File: src/rtl/sr_pkg.sv
package sr_pkg;
  typedef enum logic [1:0] {
    OP_SETWE = 2'b00,
    OP_CLRWE = 2'b01,
    OP_RDST  = 2'b10,
    OP_WRST  = 2'b11
  } sr_op_e;

  localparam int B_BUSY = 0;
  localparam int B_WE   = 1;
  localparam int B_SEL0 = 2;
  localparam int B_SEL1 = 3;
  localparam int B_LOCK = 7;

  typedef struct packed {
    logic       lock_en;
    logic [1:0] sel;
  } sr_nv_t;
endpackage

File: src/rtl/sr_wcycle_timer.sv
module sr_wcycle_timer #(
  parameter int CYCLES = 16
) (
  input  logic clk,
  input  logic rst_n,
  input  logic start,
  output logic busy,
  output logic done
);
  localparam int CW = (CYCLES > 1) ? $clog2(CYCLES) : 1;
  localparam logic [CW-1:0] LAST = CW'(CYCLES - 1);

  logic [CW-1:0] cnt;

  assign done = busy && (cnt == '0);

  always_ff @(posedge clk or negedge rst_n) begin
    if (!rst_n) begin
      busy <= 1'b0;
      cnt  <= '0;
    end else if (start && !busy) begin
      busy <= 1'b1;
      cnt  <= LAST;
    end else if (busy) begin
      if (cnt == '0) busy <= 1'b0;
      else           cnt  <= cnt - 1'b1;
    end
  end

  p_cnt_range_r5: assert property (@(posedge clk) disable iff (!rst_n)
    busy |-> (int'(cnt) < CYCLES));
  p_start_idle_r7: assert property (@(posedge clk) disable iff (!rst_n)
    start |-> !busy);
endmodule

File: src/rtl/sr_range_decode.sv
module sr_range_decode #(
  parameter int ADDR_W = 12
) (
  input  logic [ADDR_W-1:0] addr,
  input  logic [1:0]        sel,
  output logic              guarded
);
  always_comb begin
    unique case (sel)
      2'b00:   guarded = 1'b0;
      2'b01:   guarded = (addr[ADDR_W-1 -: 2] == 2'b11);
      2'b10:   guarded = addr[ADDR_W-1];
      default: guarded = 1'b1;
    endcase
  end
endmodule

File: src/rtl/sr_rsp_slot.sv
module sr_rsp_slot (
  input  logic       clk,
  input  logic       rst_n,
  input  logic       load,
  input  logic [7:0] load_data,
  output logic       can_load,
  output logic       rsp_valid,
  input  logic       rsp_ready,
  output logic [7:0] rsp_data
);
  assign can_load = !rsp_valid || rsp_ready;

  always_ff @(posedge clk or negedge rst_n) begin
    if (!rst_n) begin
      rsp_valid <= 1'b0;
      rsp_data  <= '0;
    end else if (load && can_load) begin
      rsp_valid <= 1'b1;
      rsp_data  <= load_data;
    end else if (rsp_ready) begin
      rsp_valid <= 1'b0;
    end
  end

  p_rsp_hold_r11: assert property (@(posedge clk) disable iff (!rst_n)
    (rsp_valid && !rsp_ready) |=> (rsp_valid && $stable(rsp_data)));
endmodule

File: src/rtl/sr_protect_unit.sv
module sr_protect_unit
  import sr_pkg::*;
#(
  parameter int ADDR_W    = 12,
  parameter int WR_CYCLES = 16
) (
  input  logic              clk,
  input  logic              rst_n,
  input  logic              cmd_valid,
  output logic              cmd_ready,
  input  logic [1:0]        cmd_op,
  input  logic [7:0]        cmd_data,
  output logic              rsp_valid,
  input  logic              rsp_ready,
  output logic [7:0]        rsp_data,
  input  logic              wp_n,
  input  logic              arr_busy,
  input  logic              arr_done,
  output logic              busy,
  output logic              wen,
  input  logic [ADDR_W-1:0] chk_addr,
  output logic              chk_writable
);
  sr_op_e     op;
  sr_nv_t     nv_q, nv_pend;
  logic       we_q, fire, hw_lock, wr_go, rd_load;
  logic       cyc_busy, cyc_done, slot_free, guarded;
  logic [7:0] status_word;

  assign op        = sr_op_e'(cmd_op);
  assign cmd_ready = slot_free;
  assign fire      = cmd_valid && cmd_ready;
  assign busy      = cyc_busy || arr_busy;
  assign wen       = we_q;
  assign hw_lock   = !wp_n && nv_q.lock_en;
  assign wr_go     = fire && (op == OP_WRST) && !busy && we_q && !hw_lock;
  assign rd_load   = fire && (op == OP_RDST);

  always_comb begin
    status_word         = '0;
    status_word[B_BUSY] = 1'b0;
    status_word[B_WE]   = we_q;
    status_word[B_SEL0] = nv_q.sel[0];
    status_word[B_SEL1] = nv_q.sel[1];
    status_word[B_LOCK] = nv_q.lock_en;
    if (busy) status_word = 8'hFF;
  end

  always_ff @(posedge clk or negedge rst_n) begin
    if (!rst_n) begin
      we_q <= 1'b0;
    end else if (cyc_done || arr_done) begin
      we_q <= 1'b0;
    end else if (fire && !busy) begin
      if (op == OP_SETWE)      we_q <= 1'b1;
      else if (op == OP_CLRWE) we_q <= 1'b0;
    end
  end

  always_ff @(posedge clk or negedge rst_n) begin
    if (!rst_n) begin
      nv_q    <= '0;
      nv_pend <= '0;
    end else begin
      if (wr_go) begin
        nv_pend.lock_en <= cmd_data[B_LOCK];
        nv_pend.sel     <= {cmd_data[B_SEL1], cmd_data[B_SEL0]};
      end
      if (cyc_done) nv_q <= nv_pend;
    end
  end

  sr_wcycle_timer #(.CYCLES(WR_CYCLES)) u_timer (
    .clk(clk), .rst_n(rst_n), .start(wr_go), .busy(cyc_busy), .done(cyc_done)
  );

  sr_rsp_slot u_slot (
    .clk(clk), .rst_n(rst_n), .load(rd_load), .load_data(status_word),
    .can_load(slot_free), .rsp_valid(rsp_valid), .rsp_ready(rsp_ready),
    .rsp_data(rsp_data)
  );

  sr_range_decode #(.ADDR_W(ADDR_W)) u_dec (
    .addr(chk_addr), .sel(nv_q.sel), .guarded(guarded)
  );

  assign chk_writable = we_q && !guarded;

  p_nv_hold_r5: assert property (@(posedge clk) disable iff (!rst_n)
    !cyc_done |=> $stable(nv_q));
  p_we_clear_r6: assert property (@(posedge clk) disable iff (!rst_n)
    cyc_done |=> !we_q);
  p_lock_block_r4: assert property (@(posedge clk) disable iff (!rst_n)
    (fire && op == OP_WRST && !busy && hw_lock) |=> !cyc_busy);
  p_busy_ff_r5: assert property (@(posedge clk) disable iff (!rst_n)
    (rd_load && busy) |=> (rsp_data == 8'hFF));
  p_full_guard_r9: assert property (@(posedge clk) disable iff (!rst_n)
    (nv_q.sel == 2'b11) |-> !chk_writable);
  p_drop_busy_r7: assert property (@(posedge clk) disable iff (!rst_n)
    (fire && busy && op == OP_SETWE && !we_q) |=> !we_q);
  p_arr_done_r8: assert property (@(posedge clk) disable iff (!rst_n)
    arr_done |=> !we_q);
endmodule

File: config.mk
export PLATFORM = sky130hd
export DESIGN_NAME = sr_protect_unit
export DESIGN_NICKNAME = d
export VERILOG_FILES = /design/src/rtl/sr_pkg.sv /design/src/rtl/sr_wcycle_timer.sv /design/src/rtl/sr_range_decode.sv /design/src/rtl/sr_rsp_slot.sv /design/src/rtl/sr_protect_unit.sv
export SDC_FILE = /design/constraint.sdc
export NUM_CORES = 1
export LEC_CHECK = 0
export ABC_AREA = 0
export BUFFER_PORTS_ARGS = -buffer_cell sky130_fd_sc_hd__buf_4
export CAP_MARGIN = 20
export CORE_AREA = 5 5 58 60
export DETAILED_ROUTE_END_ITERATION = 16
export DIE_AREA = 0 0 63 65
export RECOVER_POWER = 25
export SLEW_MARGIN = 30
export SYNTH_ARGS = -nofsm -noshare
export SYNTH_HDL_FRONTEND = slang
export SYNTH_HIERARCHICAL = 1
export SYNTH_SLANG_ARGS = --single-unit
File: constraint.sdc
create_clock -name clk -period 5.2 [get_ports clk]
set_input_delay 0.26 -clock clk [delete_from_list [all_inputs] [get_ports clk]]
set_output_delay 0.26 -clock clk [all_outputs]
set_load 0.02 [all_outputs]
Word level (Yosys, flattened, before mapping):

Index checks and enable logic that the tools add are counted.

* register bits after elaboration: 21
* output and inout bits: 13
* word-level logic and storage cells: 61

* $add $sub $neg: 1
* equal/unequal tests: 7
* muxes and demuxes: 14
* reductions and logical operators: 30

Operators by type and width (number)
* 1-bit logical AND: 12
* 4-bit 2-to-1 mux: 3
* 1-bit 2-to-1 mux: 9
* 2-bit == test, second input constant: 4
* 8-bit 2-to-1 mux: 1
* 1-bit logical NOT: 6
* 2-bit nonzero test: 3
* 2-bit by 1-bit == test with 1-bit output, second input constant: 2
* 2-bit logical NOT: 2
* 4-bit logical NOT: 1
* 2-bit AND reduction: 2
* 4-bit by 1-bit subtractor with 4-bit output, second input constant: 1
* 1-bit logical OR: 3
* 1-bit one-hot mux with 3 select lines: 1
* 3-bit nonzero test: 1
* 2-bit != test, second input constant: 1

Logic depth before layout (Yosys ltp):

* word-level depth: 10
* depth in mapped cells: 5
* gate-level depth less buffers: 5

Hierarchy:

Netlist, hierarchy kept.

By module, submodules not included
* sr_rsp_slot: instances 1, cells each 20, area each 385.4 µm², sequential area each 225.2 µm²
* sr_protect_unit: instances 1, cells each 30, area each 369.1 µm², sequential area each 175.2 µm²
* sr_wcycle_timer: instances 1, cells each 26, area each 269.0 µm², sequential area each 125.1 µm²
* sr_range_decode: instances 1, cells each 3, area each 13.8 µm², sequential area each 0.0 µm²

Least setup slack after synthesis:

No wires, ideal clock.

* path type: reg-to-reg
* start point: register u_slot.rsp_valid
* end point: register u_slot.rsp_data[0]
* setup time: 0.125 ns
* arrival time: 1.553 ns
* slack: 3.522 ns
* cell stages (with the launch flop): 6
* buffers on the path: 0
* period minus slack after synthesis: 1.678 ns
* cell sequence: dfrtp_1 nand2b_4 nand3_1 nor2_1 nand2_8 mux2_4

* word-level cells in the longest chain between the ends: 5

Ends and longest elaborated chain
* from (decl): RTL line sr_rsp_slot.sv:7 `output logic rsp_valid,`
* from (signal assigned): RTL line sr_rsp_slot.sv:15 `rsp_valid <= 1'b0;`
* from (signal assigned): RTL line sr_rsp_slot.sv:18 `rsp_valid <= 1'b1;`
* from (signal assigned): RTL line sr_rsp_slot.sv:21 `rsp_valid <= 1'b0;`
* 1-bit logical NOT: RTL line sr_rsp_slot.sv:11 `assign can_load = !rsp_valid || rsp_ready;`
* 1-bit logical OR: RTL line sr_rsp_slot.sv:11
* named net cmd_ready: RTL line sr_protect_unit.sv:10 `output logic cmd_ready,`
* 1-bit logical AND: RTL line sr_protect_unit.sv:32 `assign fire = cmd_valid && cmd_ready;`
* 1-bit logical AND: RTL line sr_protect_unit.sv:37 `assign rd_load = fire && (op == OP_RDST);`
* named net rd_load: RTL line sr_protect_unit.sv:26 `logic we_q, fire, hw_lock, wr_go, rd_load;`
* 1-bit logical AND: RTL line sr_rsp_slot.sv:17 `end else if (load && can_load) begin`
* to (signal assigned): RTL line sr_rsp_slot.sv:19 `rsp_data <= load_data;`
* to (decl): RTL line sr_rsp_slot.sv:9 `output logic [7:0] rsp_data`

The timed path passes the listed nets, and every way through them passes these cells.
A chain may end at the register's enable or synchronous reset.

Final worst setup path:

* start point: register u_timer.busy
* end point: register u_timer.cnt[1]

* word-level cells in the longest chain between the ends: 8

Ends and longest elaborated chain
* from (decl): RTL line sr_wcycle_timer.sv:7 `output logic busy,`
* from (signal assigned): RTL line sr_wcycle_timer.sv:19 `busy <= 1'b0;`
* from (signal assigned): RTL line sr_wcycle_timer.sv:22 `busy <= 1'b1;`
* from (signal assigned): RTL line sr_wcycle_timer.sv:25 `if (cnt == '0) busy <= 1'b0;`
* 1-bit logical OR *: RTL line sr_protect_unit.sv:33 `assign busy = cyc_busy || arr_busy;`
* 1-bit logical NOT *: RTL line sr_protect_unit.sv:36 `assign wr_go = fire && (op == OP_WRST) && !busy && we_q && !hw_lock;`
* 1-bit logical AND * (3 in series): RTL line sr_protect_unit.sv:36
* named net wr_go: RTL line sr_protect_unit.sv:26
* 1-bit logical AND *: RTL line sr_wcycle_timer.sv:21 `end else if (start && !busy) begin`
* 2-bit != test (no line) / 2-bit nonzero test (equally long branches)
* 2-bit AND reduction (no line)
* to (signal assigned): RTL line sr_wcycle_timer.sv:26 `else cnt <= cnt - 1'b1;`
* to (decl): RTL line sr_wcycle_timer.sv:13 `logic [CW-1:0] cnt;`

Mark *: on every way through the listed nets, which the timed path passes. The rest lies on a longest branch.

==> impl_metrics.json <==
{
  "outcome": "completed",
  "io_pins": 42,
  "port_buffers": 26,
  "yosys-top-cells-area": "dfrtp_1 (51%), mux2_4 (12%), mux2_2 (5.4%), or3_2 (2.9%), ha_1 (2.4%)",
  "gr-total-overflow": 0,
  "htree_levels": 1,
  "slew_headroom_pct": 25.3,
  "antenna_found_initial": 0,
  "drive_gt1_share_pct": 45.9,
  "die_area_sq_um": 4100,
  "root_buffer": "clkbuf_4",
  "cts_resized": 0,
  "first_pass_iters": 3,
  "final_max_slew_viol_count": 0,
  "wl_per_cell_microns": 13.9,
  "drt-vias-per-instance": 5.09,
  "synth_nets": 110,
  "place.gp.congestion": 0.775,
  "worstPathMaxFanout": 12,
  "detail-route-antenna-nets": 0,
  "synth_edf_count": 0,
  "die_height_microns": 65,
  "wirelength_mm": 1.97,
  "grt.total_usage_pct": 10.0,
  "yosysWarnings": 6,
  "timing.hold.ws_ns": 0.102,
  "ys_seq_area_share_pct": 50.7,
  "drc": 0,
  "diodes": 0,
  "min_period_ns": 1.83,
  "arrival_ns": 2.05,
  "synth_ff_type": "dfrtp_1",
  "grt_max_degree": 22,
  "yosys-top-cells-count": "dfrtp_1 (21), mux2_4 (8), mux2_2 (5), nand2_1 (5)",
  "leakage_nw": 0.625,
  "peakVddDrop_v": 0.000197,
  "synth_top_cell_by_area": "dfrtp_1",
  "yosysMostFrequentCell": "dfrtp_1",
  "postCtsSetupBuffers": 0,
  "cp-end-kind": "flop",
  "path_class": "flop to flop",
  "path_clk_slew_ns": 0.12,
  "num_rows": 20,
  "cts.sinks": 21,
  "powerDensity_nw_per_um2": 356,
  "final_nets": 141,
  "vias": 723,
  "setup_tns_ns": 0,
  "start_kind": "flop",
  "required_ns": 5.42,
  "grt_pass1_vias": 737,
  "synth_area_sq_um": 1040,
  "ys_seq_elements": 21,
  "synthDistinctLibCells": 28,
  "fmax_mhz": 547,
  "cts_tree": "yes",
  "core_sq_um": 2880,
  "rsz0062_at_grt": "false",
  "fin_crit_sh_pct": 35.2,
  "area_growth_pct": 24.8,
  "grt_pass1_wl_mm": 3.26,
  "synthCells": 79,
  "synth_top_area_share_pct": 50.7,
  "start_util_pct": 36.0,
  "finalHoldViolCount": 0,
  "clockBufferDepth": 2,
  "cts_buffers": 3,
  "drt-initial-drc-count": 12,
  "fp.dieW_microns": 63,
  "dp_hpwl_mm": 1.57,
  "worst_slew_pin_slew_ns": 1.12,
  "hold_path.class": "input port to flop",
  "holdBufCountCts": 1,
  "clock_latency_ns": 0.31,
  "finalSetupViolations": 0,
  "maxCapViolations": 0,
  "synth.avg_cell_area_sq_um": 13.1,
  "synth-async-reset-ratio_pct": 100,
  "finClkSkew_ns": 0.0121
}
==> power breakdown <==
| part | total (mW) | internal (mW) | switching (mW) | leakage [nW] |
|---|---|---|---|---|
| clock network | 0.0782 | 0.0299 | 0.0483 | 0.0150 |
| logic | 0.155 | 0.0823 | 0.0731 | 0.350 |
| registers | 0.228 | 0.199 | 0.0290 | 0.260 |
==> cells by family after synthesis <==
kind of cell / share of synthesized area, %
mux: 18.1
simple gates: 19.7
fa+ha+maj: 2.41
compound gates: 7.36
flops: 50.7
buf+inv: 1.81
==> path summary, 6_finish.rpt <==
| kind | cells past startpoint | from | endpoint | slack, ns |
|---|---|---|---|---|
| max in group asynchronous | 2 | rst_n | nv_pend[0] | 3.85 |
| max | 4 | u_timer/busy | u_timer/cnt[1] | 3.37 |
| min | 2 | arr_done | wen | 0.10 |
| min reg2reg | 1 | nv_pend[0] | nv_pend[0] | 0.50 |
| max reg2reg | 4 | u_timer/busy | u_timer/cnt[1] | 3.37 |
| min in group asynchronous | 2 | rst_n | u_slot/rsp_data[3] | 0.67 |
==> worst max-delay path, stage by stage, from the launching register on <==
cell,delay (ns)
dfrtp_1,0.51
or2_1,0.41
nor4_1,0.43
o22a_2,0.25
a2bb2oi_1,0.17
==> routing by layer <==
| layer | vias up | global-route usage, % | share of wire, % | wire [microns] |
|---|---|---|---|---|
| met5 | - | 0 | 0 | 0 |
| li1 | 350 | - | - | - |
| met2 | 19 | 17.6 | 50 | 992 |
| met1 | 352 | 11.2 | 44 | 875 |
| met4 | 0 | 3.45 | 0.61 | 12 |
| met3 | 2 | 3.47 | 4.8 | 94 |
==> flip-flops by register name, indices dropped and copies added (netlist names) <==
| name | count |
|---|---|
| wen | 1 |
| nv_q | 3 |
| u_slot/rsp_data | 8 |
| u_timer/cnt | 4 |
| nv_pend | 3 |
| u_timer/busy | 1 |
| u_slot/rsp_valid | 1 |
==> layout make-up <==
class                           instances  area (sq um)
Inverter                                2          7.51
Sequential cell                        21           526
Clock buffer                            4          26.3
Fill cell                             267          1580
Multi-Input combinational cell         55           493
Timing Repair Buffer                   27           201
Tap cell                               33          41.3
==> cells in the final DEF (no fill, tap or decap), types with 2 or more instances in the layout <==
cell type  instances
mux2_2             5
buf_4             25
dfrtp_1           21
clkbuf_1           2
clkbuf_4           3
or3_2              4
nor2b_1            2
ha_1               2
nor2_1             3
o211ai_1           2
inv_1              2
mux2_4             8
nand3_1            4
o31ai_1            2
nand2_1            5
o21a_1             2
nand2b_1           3
==> through the flow <==
step	utilization, %	instance area, sq um	power, mW	setup slack, ns	instances
CTS	45.1	1300	0.469	3.36	142
global route	45.0	1290	0.490	3.18	142
floorplan	-	1040	0.329	3.52	79
global placement	43.9	1260	0.381	3.41	137
finish	45.0	1290	0.461	3.37	142
detailed placement	43.9	1260	0.388	3.38	137
Power figures use the tool's default switching activity.
